<file path="config.mk">
export PLATFORM = sky130hd
export DESIGN_NAME = aperture_xlate
export DESIGN_NICKNAME = d
export VERILOG_FILES = /design/src/rtl/aperture_pkg.sv /design/src/rtl/apt_window_check.sv /design/src/rtl/apt_entry_ram.sv /design/src/rtl/apt_regfile.sv /design/src/rtl/apt_lookup.sv /design/src/rtl/aperture_xlate.sv
export SDC_FILE = /design/constraint.sdc
export NUM_CORES = 1
export LEC_CHECK = 0
export BUFFER_PORTS_ARGS = -buffer_cell sky130_fd_sc_hd__buf_2
export CORE_MARGIN = 1
export CORE_UTILIZATION = 31
export DETAILED_ROUTE_END_ITERATION = 7
export PLACE_DENSITY = 0.54
export SLEW_MARGIN = 20
export SYNTH_ARGS = -nofsm -noshare
export SYNTH_HDL_FRONTEND = slang
export SYNTH_SLANG_ARGS = --single-unit
</file>
<file path="constraint.sdc">
create_clock -name clk -period 3.3 [get_ports clk]
set_input_delay 0.825 -clock clk [delete_from_list [all_inputs] [get_ports clk]]
set_output_delay 0.825 -clock clk [all_outputs]
set_load 0.02 [all_outputs]
</file>
<file path="src/rtl/aperture_pkg.sv">
package aperture_pkg;

  // Register select decoded from the host byte offset.
  typedef enum logic [1:0] {
    SEL_CFG   = 2'd0,
    SEL_EADDR = 2'd1,
    SEL_EDATA = 2'd2,
    SEL_NONE  = 2'd3
  } reg_sel_e;

  localparam int unsigned WORD_W    = 32;
  localparam int unsigned VALID_BIT = 31;

  function automatic reg_sel_e decode_off(input logic [3:0] off);
    case (off)
      4'h0:    decode_off = SEL_CFG;
      4'h4:    decode_off = SEL_EADDR;
      4'h8:    decode_off = SEL_EDATA;
      default: decode_off = SEL_NONE;
    endcase
  endfunction

endpackage

</file>
<file path="src/rtl/apt_window_check.sv">
module apt_window_check #(
  parameter int unsigned ADDR_W     = 32,
  parameter int unsigned PAGE_SHIFT = 12,
  parameter int unsigned PAGE_COUNT = 16,
  parameter logic [ADDR_W-1:0] WIN_BASE = 32'h4000_0000,
  parameter int unsigned IDX_W      = 4
) (
  input  logic [ADDR_W-1:0] addr,
  output logic              in_win,
  output logic [IDX_W-1:0]  idx
);
  // Bounds carried one bit wider so base + size cannot wrap.
  localparam logic [ADDR_W:0] LO   = {1'b0, WIN_BASE};
  localparam logic [ADDR_W:0] SPAN = (ADDR_W+1)'(PAGE_COUNT) << PAGE_SHIFT;
  localparam logic [ADDR_W:0] HI   = LO + SPAN - 1'b1;

  logic [ADDR_W:0] wide;
  logic [ADDR_W:0] rel;

  always_comb begin
    wide   = {1'b0, addr};
    in_win = (wide >= LO) && (wide <= HI);
    rel    = wide - LO;
    idx    = IDX_W'(rel >> PAGE_SHIFT);
  end

endmodule

</file>
<file path="src/rtl/apt_entry_ram.sv">
module apt_entry_ram #(
  parameter int unsigned DEPTH = 16,
  parameter int unsigned IDX_W = 4,
  parameter int unsigned ENT_W = 20
) (
  input  logic             clk,
  input  logic             rst,
  // host port: write and read
  input  logic             a_we,
  input  logic [IDX_W-1:0] a_idx,
  input  logic [ENT_W-1:0] a_wdata,
  output logic [ENT_W-1:0] a_rdata,
  output logic             a_written,
  // lookup port: read only
  input  logic [IDX_W-1:0] b_idx,
  output logic [ENT_W-1:0] b_rdata,
  output logic             b_written
);
  // Payload kept in a reset-free array so it maps onto block RAM;
  // a per-entry written flag in flops gives the all-zero reset view.
  logic [ENT_W-1:0] mem [DEPTH];
  logic [DEPTH-1:0] written_q;

  always_ff @(posedge clk) begin
    if (a_we) mem[a_idx] <= a_wdata;
    a_rdata <= mem[a_idx];
    b_rdata <= mem[b_idx];
  end

  always_ff @(posedge clk) begin
    if (rst) begin
      written_q <= '0;
      a_written <= 1'b0;
      b_written <= 1'b0;
    end else begin
      if (a_we) written_q[a_idx] <= 1'b1;
      a_written <= written_q[a_idx];
      b_written <= written_q[b_idx];
    end
  end

endmodule

</file>
<file path="src/rtl/apt_regfile.sv">
module apt_regfile
  import aperture_pkg::*;
#(
  parameter int unsigned ADDR_W     = 32,
  parameter int unsigned PAGE_SHIFT = 12,
  parameter int unsigned PAGE_COUNT = 16,
  parameter logic [ADDR_W-1:0] WIN_BASE = 32'h4000_0000,
  parameter int unsigned IDX_W      = 4,
  parameter int unsigned ENT_W      = 20,
  parameter int unsigned REG_OFF_W  = 4
) (
  input  logic                 clk,
  input  logic                 rst,
  input  logic                 reg_wr,
  input  logic                 reg_rd,
  input  logic [REG_OFF_W-1:0] reg_addr,
  input  logic [WORD_W-1:0]    reg_wdata,
  output logic [WORD_W-1:0]    reg_rdata,
  output logic                 reg_rvalid,
  output logic                 xlate_en,
  output logic                 ram_we,
  output logic [IDX_W-1:0]     ram_idx,
  output logic [ENT_W-1:0]     ram_wdata,
  input  logic [ENT_W-1:0]     ram_rdata,
  input  logic                 ram_written
);
  logic              cfg_q;
  logic [WORD_W-1:0] eaddr_q;
  logic              sel_ok;
  reg_sel_e          sel;
  reg_sel_e          rsel_q;
  logic              rok_q;
  logic [WORD_W-1:0] rhold_q;
  logic [WORD_W-1:0] ent_word;

  assign sel = decode_off(4'(reg_addr));

  apt_window_check #(
    .ADDR_W(ADDR_W), .PAGE_SHIFT(PAGE_SHIFT), .PAGE_COUNT(PAGE_COUNT),
    .WIN_BASE(WIN_BASE), .IDX_W(IDX_W)
  ) u_sel_win (
    .addr   (ADDR_W'(eaddr_q)),
    .in_win (sel_ok),
    .idx    (ram_idx)
  );

  always_ff @(posedge clk) begin
    if (rst) begin
      cfg_q   <= 1'b0;
      eaddr_q <= '0;
    end else if (reg_wr) begin
      case (sel)
        SEL_CFG:   cfg_q   <= reg_wdata[0];
        SEL_EADDR: eaddr_q <= reg_wdata;
        default:   ;
      endcase
    end
  end

  assign xlate_en  = cfg_q;
  assign ram_we    = reg_wr && (sel == SEL_EDATA) && sel_ok;
  assign ram_wdata = {reg_wdata[VALID_BIT], reg_wdata[VALID_BIT-1:PAGE_SHIFT]};

  // Read pipeline: one cycle. Entry data comes from the RAM output register.
  always_ff @(posedge clk) begin
    if (rst) begin
      reg_rvalid <= 1'b0;
      rsel_q     <= SEL_NONE;
      rok_q      <= 1'b0;
      rhold_q    <= '0;
    end else begin
      reg_rvalid <= reg_rd;
      if (reg_rd) begin
        rsel_q <= sel;
        rok_q  <= sel_ok;
        case (sel)
          SEL_CFG:   rhold_q <= {{(WORD_W-1){1'b0}}, cfg_q};
          SEL_EADDR: rhold_q <= eaddr_q;
          default:   rhold_q <= '0;
        endcase
      end
    end
  end

  assign ent_word = {ram_rdata, {PAGE_SHIFT{1'b0}}};

  always_comb begin
    if (!reg_rvalid)
      reg_rdata = '0;
    else if (rsel_q == SEL_EDATA)
      reg_rdata = (rok_q && ram_written) ? ent_word : '0;
    else
      reg_rdata = rhold_q;
  end

  // read data arrives exactly one cycle after the strobe
  assert_read_latency_R2: assert property (@(posedge clk) disable iff (rst)
    reg_rvalid == $past(reg_rd));

  // enable follows bit 0 of a configuration write
  assert_cfg_write_R3: assert property (@(posedge clk) disable iff (rst)
    (reg_wr && sel == SEL_CFG) |=> (xlate_en == $past(reg_wdata[0])));

  // data read through an out-of-window selector returns zero
  assert_outside_read_zero_R6: assert property (@(posedge clk) disable iff (rst)
    (reg_rd && sel == SEL_EDATA && !sel_ok) |=> (reg_rdata == '0));

  // unmapped offsets read zero
  assert_hole_reads_zero_R2: assert property (@(posedge clk) disable iff (rst)
    (reg_rd && sel == SEL_NONE) |=> (reg_rdata == '0));

endmodule

</file>
<file path="src/rtl/apt_lookup.sv">
module apt_lookup #(
  parameter int unsigned ADDR_W     = 32,
  parameter int unsigned PAGE_SHIFT = 12,
  parameter int unsigned PAGE_COUNT = 16,
  parameter logic [ADDR_W-1:0] WIN_BASE = 32'h4000_0000,
  parameter int unsigned IDX_W      = 4,
  parameter int unsigned ENT_W      = 20
) (
  input  logic              clk,
  input  logic              rst,
  input  logic              xlate_en,
  input  logic              lk_req,
  input  logic [ADDR_W-1:0] lk_addr,
  output logic [IDX_W-1:0]  ram_idx,
  input  logic [ENT_W-1:0]  ram_rdata,
  input  logic              ram_written,
  output logic              lk_valid,
  output logic              lk_hit,
  output logic              lk_fault,
  output logic [ADDR_W-1:0] lk_paddr
);
  localparam int unsigned PFN_W = ENT_W - 1;

  logic                  in_win;
  logic                  req_q;
  logic                  ok_q;
  logic [PAGE_SHIFT-1:0] off_q;
  logic                  ent_valid;
  logic                  hit;

  apt_window_check #(
    .ADDR_W(ADDR_W), .PAGE_SHIFT(PAGE_SHIFT), .PAGE_COUNT(PAGE_COUNT),
    .WIN_BASE(WIN_BASE), .IDX_W(IDX_W)
  ) u_lk_win (
    .addr   (lk_addr),
    .in_win (in_win),
    .idx    (ram_idx)
  );

  // Window and enable are judged in the request cycle, alongside the RAM read.
  always_ff @(posedge clk) begin
    if (rst) begin
      req_q <= 1'b0;
      ok_q  <= 1'b0;
      off_q <= '0;
    end else begin
      req_q <= lk_req;
      ok_q  <= lk_req && in_win && xlate_en;
      off_q <= lk_addr[PAGE_SHIFT-1:0];
    end
  end

  assign ent_valid = ram_written && ram_rdata[ENT_W-1];
  assign hit       = req_q && ok_q && ent_valid;

  assign lk_valid  = req_q;
  assign lk_hit    = hit;
  assign lk_fault  = req_q && !hit;
  assign lk_paddr  = hit ? ADDR_W'({ram_rdata[PFN_W-1:0], off_q}) : '0;

  // response one cycle after request
  assert_resp_latency_R8: assert property (@(posedge clk) disable iff (rst)
    lk_valid == $past(lk_req));

  // every response is exactly one of hit or fault
  assert_hit_xor_fault_R9: assert property (@(posedge clk) disable iff (rst)
    lk_valid |-> (lk_hit != lk_fault));

  // no result flags without a response
  assert_idle_quiet_R8: assert property (@(posedge clk) disable iff (rst)
    !lk_valid |-> (!lk_hit && !lk_fault));

  // disabled translation never hits
  assert_disabled_faults_R9: assert property (@(posedge clk) disable iff (rst)
    $past(lk_req && !xlate_en) |-> !lk_hit);

  // page offset passes through unchanged on a hit
  assert_offset_pass_R8: assert property (@(posedge clk) disable iff (rst)
    lk_hit |-> (lk_paddr[PAGE_SHIFT-1:0] == $past(lk_addr[PAGE_SHIFT-1:0])));

  // a fault carries a zero address
  assert_fault_zero_R9: assert property (@(posedge clk) disable iff (rst)
    lk_fault |-> (lk_paddr == '0));

endmodule

</file>
<file path="src/rtl/aperture_xlate.sv">
module aperture_xlate
  import aperture_pkg::*;
#(
  parameter int unsigned ADDR_W     = 32,
  parameter int unsigned PAGE_SHIFT = 12,
  parameter int unsigned PAGE_COUNT = 16,
  parameter logic [ADDR_W-1:0] WIN_BASE = 32'h4000_0000,
  parameter int unsigned REG_OFF_W  = 4
) (
  input  logic                 clk,
  input  logic                 rst,
  input  logic                 reg_wr,
  input  logic                 reg_rd,
  input  logic [REG_OFF_W-1:0] reg_addr,
  input  logic [31:0]          reg_wdata,
  output logic [31:0]          reg_rdata,
  output logic                 reg_rvalid,
  input  logic                 lk_req,
  input  logic [ADDR_W-1:0]    lk_addr,
  output logic                 lk_valid,
  output logic                 lk_hit,
  output logic                 lk_fault,
  output logic [ADDR_W-1:0]    lk_paddr
);
  localparam int unsigned IDX_W = (PAGE_COUNT > 1) ? $clog2(PAGE_COUNT) : 1;
  localparam int unsigned ENT_W = WORD_W - PAGE_SHIFT;   // valid + frame

  logic             xlate_en;
  logic             a_we;
  logic [IDX_W-1:0] a_idx;
  logic [ENT_W-1:0] a_wdata;
  logic [ENT_W-1:0] a_rdata;
  logic             a_written;
  logic [IDX_W-1:0] b_idx;
  logic [ENT_W-1:0] b_rdata;
  logic             b_written;

  apt_regfile #(
    .ADDR_W(ADDR_W), .PAGE_SHIFT(PAGE_SHIFT), .PAGE_COUNT(PAGE_COUNT),
    .WIN_BASE(WIN_BASE), .IDX_W(IDX_W), .ENT_W(ENT_W), .REG_OFF_W(REG_OFF_W)
  ) u_regs (
    .clk        (clk),
    .rst        (rst),
    .reg_wr     (reg_wr),
    .reg_rd     (reg_rd),
    .reg_addr   (reg_addr),
    .reg_wdata  (reg_wdata),
    .reg_rdata  (reg_rdata),
    .reg_rvalid (reg_rvalid),
    .xlate_en   (xlate_en),
    .ram_we     (a_we),
    .ram_idx    (a_idx),
    .ram_wdata  (a_wdata),
    .ram_rdata  (a_rdata),
    .ram_written(a_written)
  );

  apt_entry_ram #(
    .DEPTH(PAGE_COUNT), .IDX_W(IDX_W), .ENT_W(ENT_W)
  ) u_table (
    .clk       (clk),
    .rst       (rst),
    .a_we      (a_we),
    .a_idx     (a_idx),
    .a_wdata   (a_wdata),
    .a_rdata   (a_rdata),
    .a_written (a_written),
    .b_idx     (b_idx),
    .b_rdata   (b_rdata),
    .b_written (b_written)
  );

  apt_lookup #(
    .ADDR_W(ADDR_W), .PAGE_SHIFT(PAGE_SHIFT), .PAGE_COUNT(PAGE_COUNT),
    .WIN_BASE(WIN_BASE), .IDX_W(IDX_W), .ENT_W(ENT_W)
  ) u_xlate (
    .clk        (clk),
    .rst        (rst),
    .xlate_en   (xlate_en),
    .lk_req     (lk_req),
    .lk_addr    (lk_addr),
    .ram_idx    (b_idx),
    .ram_rdata  (b_rdata),
    .ram_written(b_written),
    .lk_valid   (lk_valid),
    .lk_hit     (lk_hit),
    .lk_fault   (lk_fault),
    .lk_paddr   (lk_paddr)
  );

endmodule

</file>
==> flow_metrics.tcl <==
set metrics [dict create \
    status "complete, no violations" \
    io_buffer_count 139 \
    clk_latency_ns 0.59 \
    timing.hold.ws_ns 0.458 \
    skew_ns 0.0217 \
    fin_crit_sh_pct 83.0 \
    dp_hpwl_um 33600 \
    synth_edf_count 320 \
    dr_total_vias 11800 \
    multi_input_area_sq_mm 0.00674 \
    ys_top_cells_by_area "edfxtp_1 (49%), mux4_2 (19%), dfxtp_1 (14%)" \
    wire_per_inst_um 23.9 \
    path_cells "and4_1, buf_4, and2_1, buf_2" \
    syn_to_final_growth_pct 17.3 \
    crit_fanout 13 \
    crit_slowest_cell "dfxtp_1" \
    route.detailed.drc 0 \
    viasPerCell 5.23 \
    cts.clk_slew.worst_paths_ns 0.06 \
    firstDrtPassIters 5 \
    async_reset_ff_share_pct 0 \
    drt-initial-drc-count 941 \
    cts_tree "done" \
    yosys_most_used_dff "edfxtp_1" \
    grt_pass1_vias 12000 \
    grt_usage_pct 16.9 \
    fin_nets 1462 \
    grt_max_degree 54 \
    required_ns 2.47 \
    die_w_um 254 \
    min_path_type "in2reg" \
    path_class "reg2out" \
    cts_buffer_depth 3 \
    drv_slew 0 \
    arrival_ns 1.92 \
    ys_seq_elements 461 \
    cts_root_buffer "clkbuf_16" \
    routed_wl_um 54200 \
    critPathTopFamily "simple AND/OR/NAND/NOR gates" \
    rsz0062_at_grt "no" \
    ir_drop_v 0.000315 \
    slew_headroom_pct 41.1 \
    max_cap_violations 0 \
    synth_cells 1246 \
    cts-resized-gates 0 \
    final_hold_viol_count 0 \
    antenna_found_initial 5 \
    rows 91 \
    drive_gt1_share_pct 32.3 \
    drtAntennaViolNets 0 \
    yosysTopAreaCell "edfxtp_1" \
    die_h_um 254 \
    yosysMostFrequentCell "edfxtp_1" \
    critPathMaxStageDelay_ns 0.37 \
    grt-ovfl-total 0 \
    clkSinkCount 461 \
    p_leak_uw 0.00766 \
    setup_viol 0 \
    floorplan.initialDensity_pct 31.6 \
    syn-cell-area_sq_mm 0.0196 \
    htree_num_levels 2 \
    ctsHoldBuffers 0 \
    synthesis.nets 1319 \
    gp_congestion 0.778 \
    cp_num_buf_inv 2 \
    cp-start-kind "flop" \
    cp-end-kind "output pin" \
    synth_top_area_share_pct 48.9 \
    worstMarginPinSlew_ns 0.882 \
    powerDensity_mw_per_mm2 522 \
    grt_pass1_wl_um 79200 \
    avgSynthCellArea_sq_um 15.8 \
    nFillCells 5885 \
    fin_crit_ns 2.74 \
    ys_seq_area_share_pct 63.3 \
    yosys_warnings 0 \
    post_cts_buffers 0 \
    io_pins 141 \
    yosysUniqueCellTypes 38 \
    regArea_sq_mm 0.0124 \
    core_sq_mm 0.0622 \
    finalSetupTns_ns 0 \
    n_antenna_cell 0 \
    cts_inserted_buffers 48 \
    die_area_sq_mm 0.0644 \
    synth.top_cells.by_count "edfxtp_1 (320), mux4_2 (166), dfxtp_1 (141)" \
    clock.fmax_ghz 0.365 \
]
[registers in the layout, indices dropped and copies added, names as in the netlist]
| name | cells |
|---|---|
| u_table.a_written | 1 |
| u_table.mem | 320 |
| u_regs.rsel_q | 2 |
| u_regs.rhold_q | 32 |
| u_regs.reg_rvalid | 1 |
| u_xlate.lk_valid | 1 |
| u_regs.xlate_en | 1 |
| u_table.a_rdata | 20 |
| u_regs.rok_q | 1 |
| u_xlate.ok_q | 1 |
| u_table.written_q | 16 |
| u_table.b_rdata | 20 |
| u_xlate.off_q | 12 |
| u_table.b_written | 1 |
| u_regs.eaddr_q | 32 |
[placed cells by master, fill, tap and decap left out, types with 46 or more instances in the layout]
cell	Yosys	layout
mux4_2	166	166
dfxtp_1	141	139
buf_4	7	46
nor2b_1	71	68
clkbuf_16	0	52
buf_2	24	136
a21oi_1	67	67
a22oi_1	60	60
edfxtp_1	320	320
nand2_1	93	93
[report_power, final]
group,internal (uW),switching (uW)
logic,218,293
clock network,3010,2260
registers,6220,34.1
[worst reg2reg max path: cells and delay by family (launching register included)]
kind                   cells  cell delay [ns]
buffers and inverters      1             0.40
flip-flops                 1             0.32
AND/OR/NAND/NOR            4             1.44
[cells by family after synthesis]
family,after synthesis,synth area share [%]
other,1,0.0191
and+or+nand+nor,306,7.88
DFF,461,63.3
muxes,173,19.4
AOI/OAI and AO/OA,189,6.67
buffers and inverters,116,2.73
[path summary, 6_finish.rpt]
path                               endpoint  slack (ns)                            start  cells past startpoint
min             u_xlate.off_q[6]$_SDFF_PP0_        0.46                       lk_addr[6]                      2
min reg2reg  u_regs.eaddr_q[9]$_SDFFE_PP0P_        0.46   u_regs.eaddr_q[9]$_SDFFE_PP0P_                      2
max reg2reg    u_table.mem[11][4]$_DFFE_PP_        0.76  u_regs.eaddr_q[22]$_SDFFE_PP0P_                      5
max                            lk_paddr[21]        0.56      u_xlate.lk_valid$_SDFF_PP0_                      4
[per-stage QoR]
stage / std cells / power, uW / worst slack, ns / util, % / instance area (sq um)
6_report: 2265 / 12000 / 0.560 / 37.1 / 23000
5_1_grt: 2265 / 12400 / 0.437 / 37.1 / 23000
4_1_cts: 2265 / 12200 / 0.485 / 37.1 / 23000
3_5_place_dp: 2176 / 6890 / 0.574 / 34.6 / 21500
3_3_place_gp: 2176 / 6890 / 0.577 / 34.6 / 21500
2_1_floorplan: 1246 / 6660 / 0.595 / - / 19600
[cell type report]
type	instances	share of cell area [%]
inverters	17	0.277
well taps	837	4.54
clock inverters	28	0.722
flip-flops and latches	461	54.0
multi-input cells	669	29.3
repair buffers	192	5.28
clock buffers	61	5.93
[metal layers]
layer,track usage (%),up-vias,part of all wire [%]
li1,-,5198,-
met1,22.7,6210,44
met2,27.5,362,48
met3,3.82,62,6.3
met4,4.10,8,1.9
met5,0,-,0.092
Note: power is estimated with default switching activity, not from simulation.
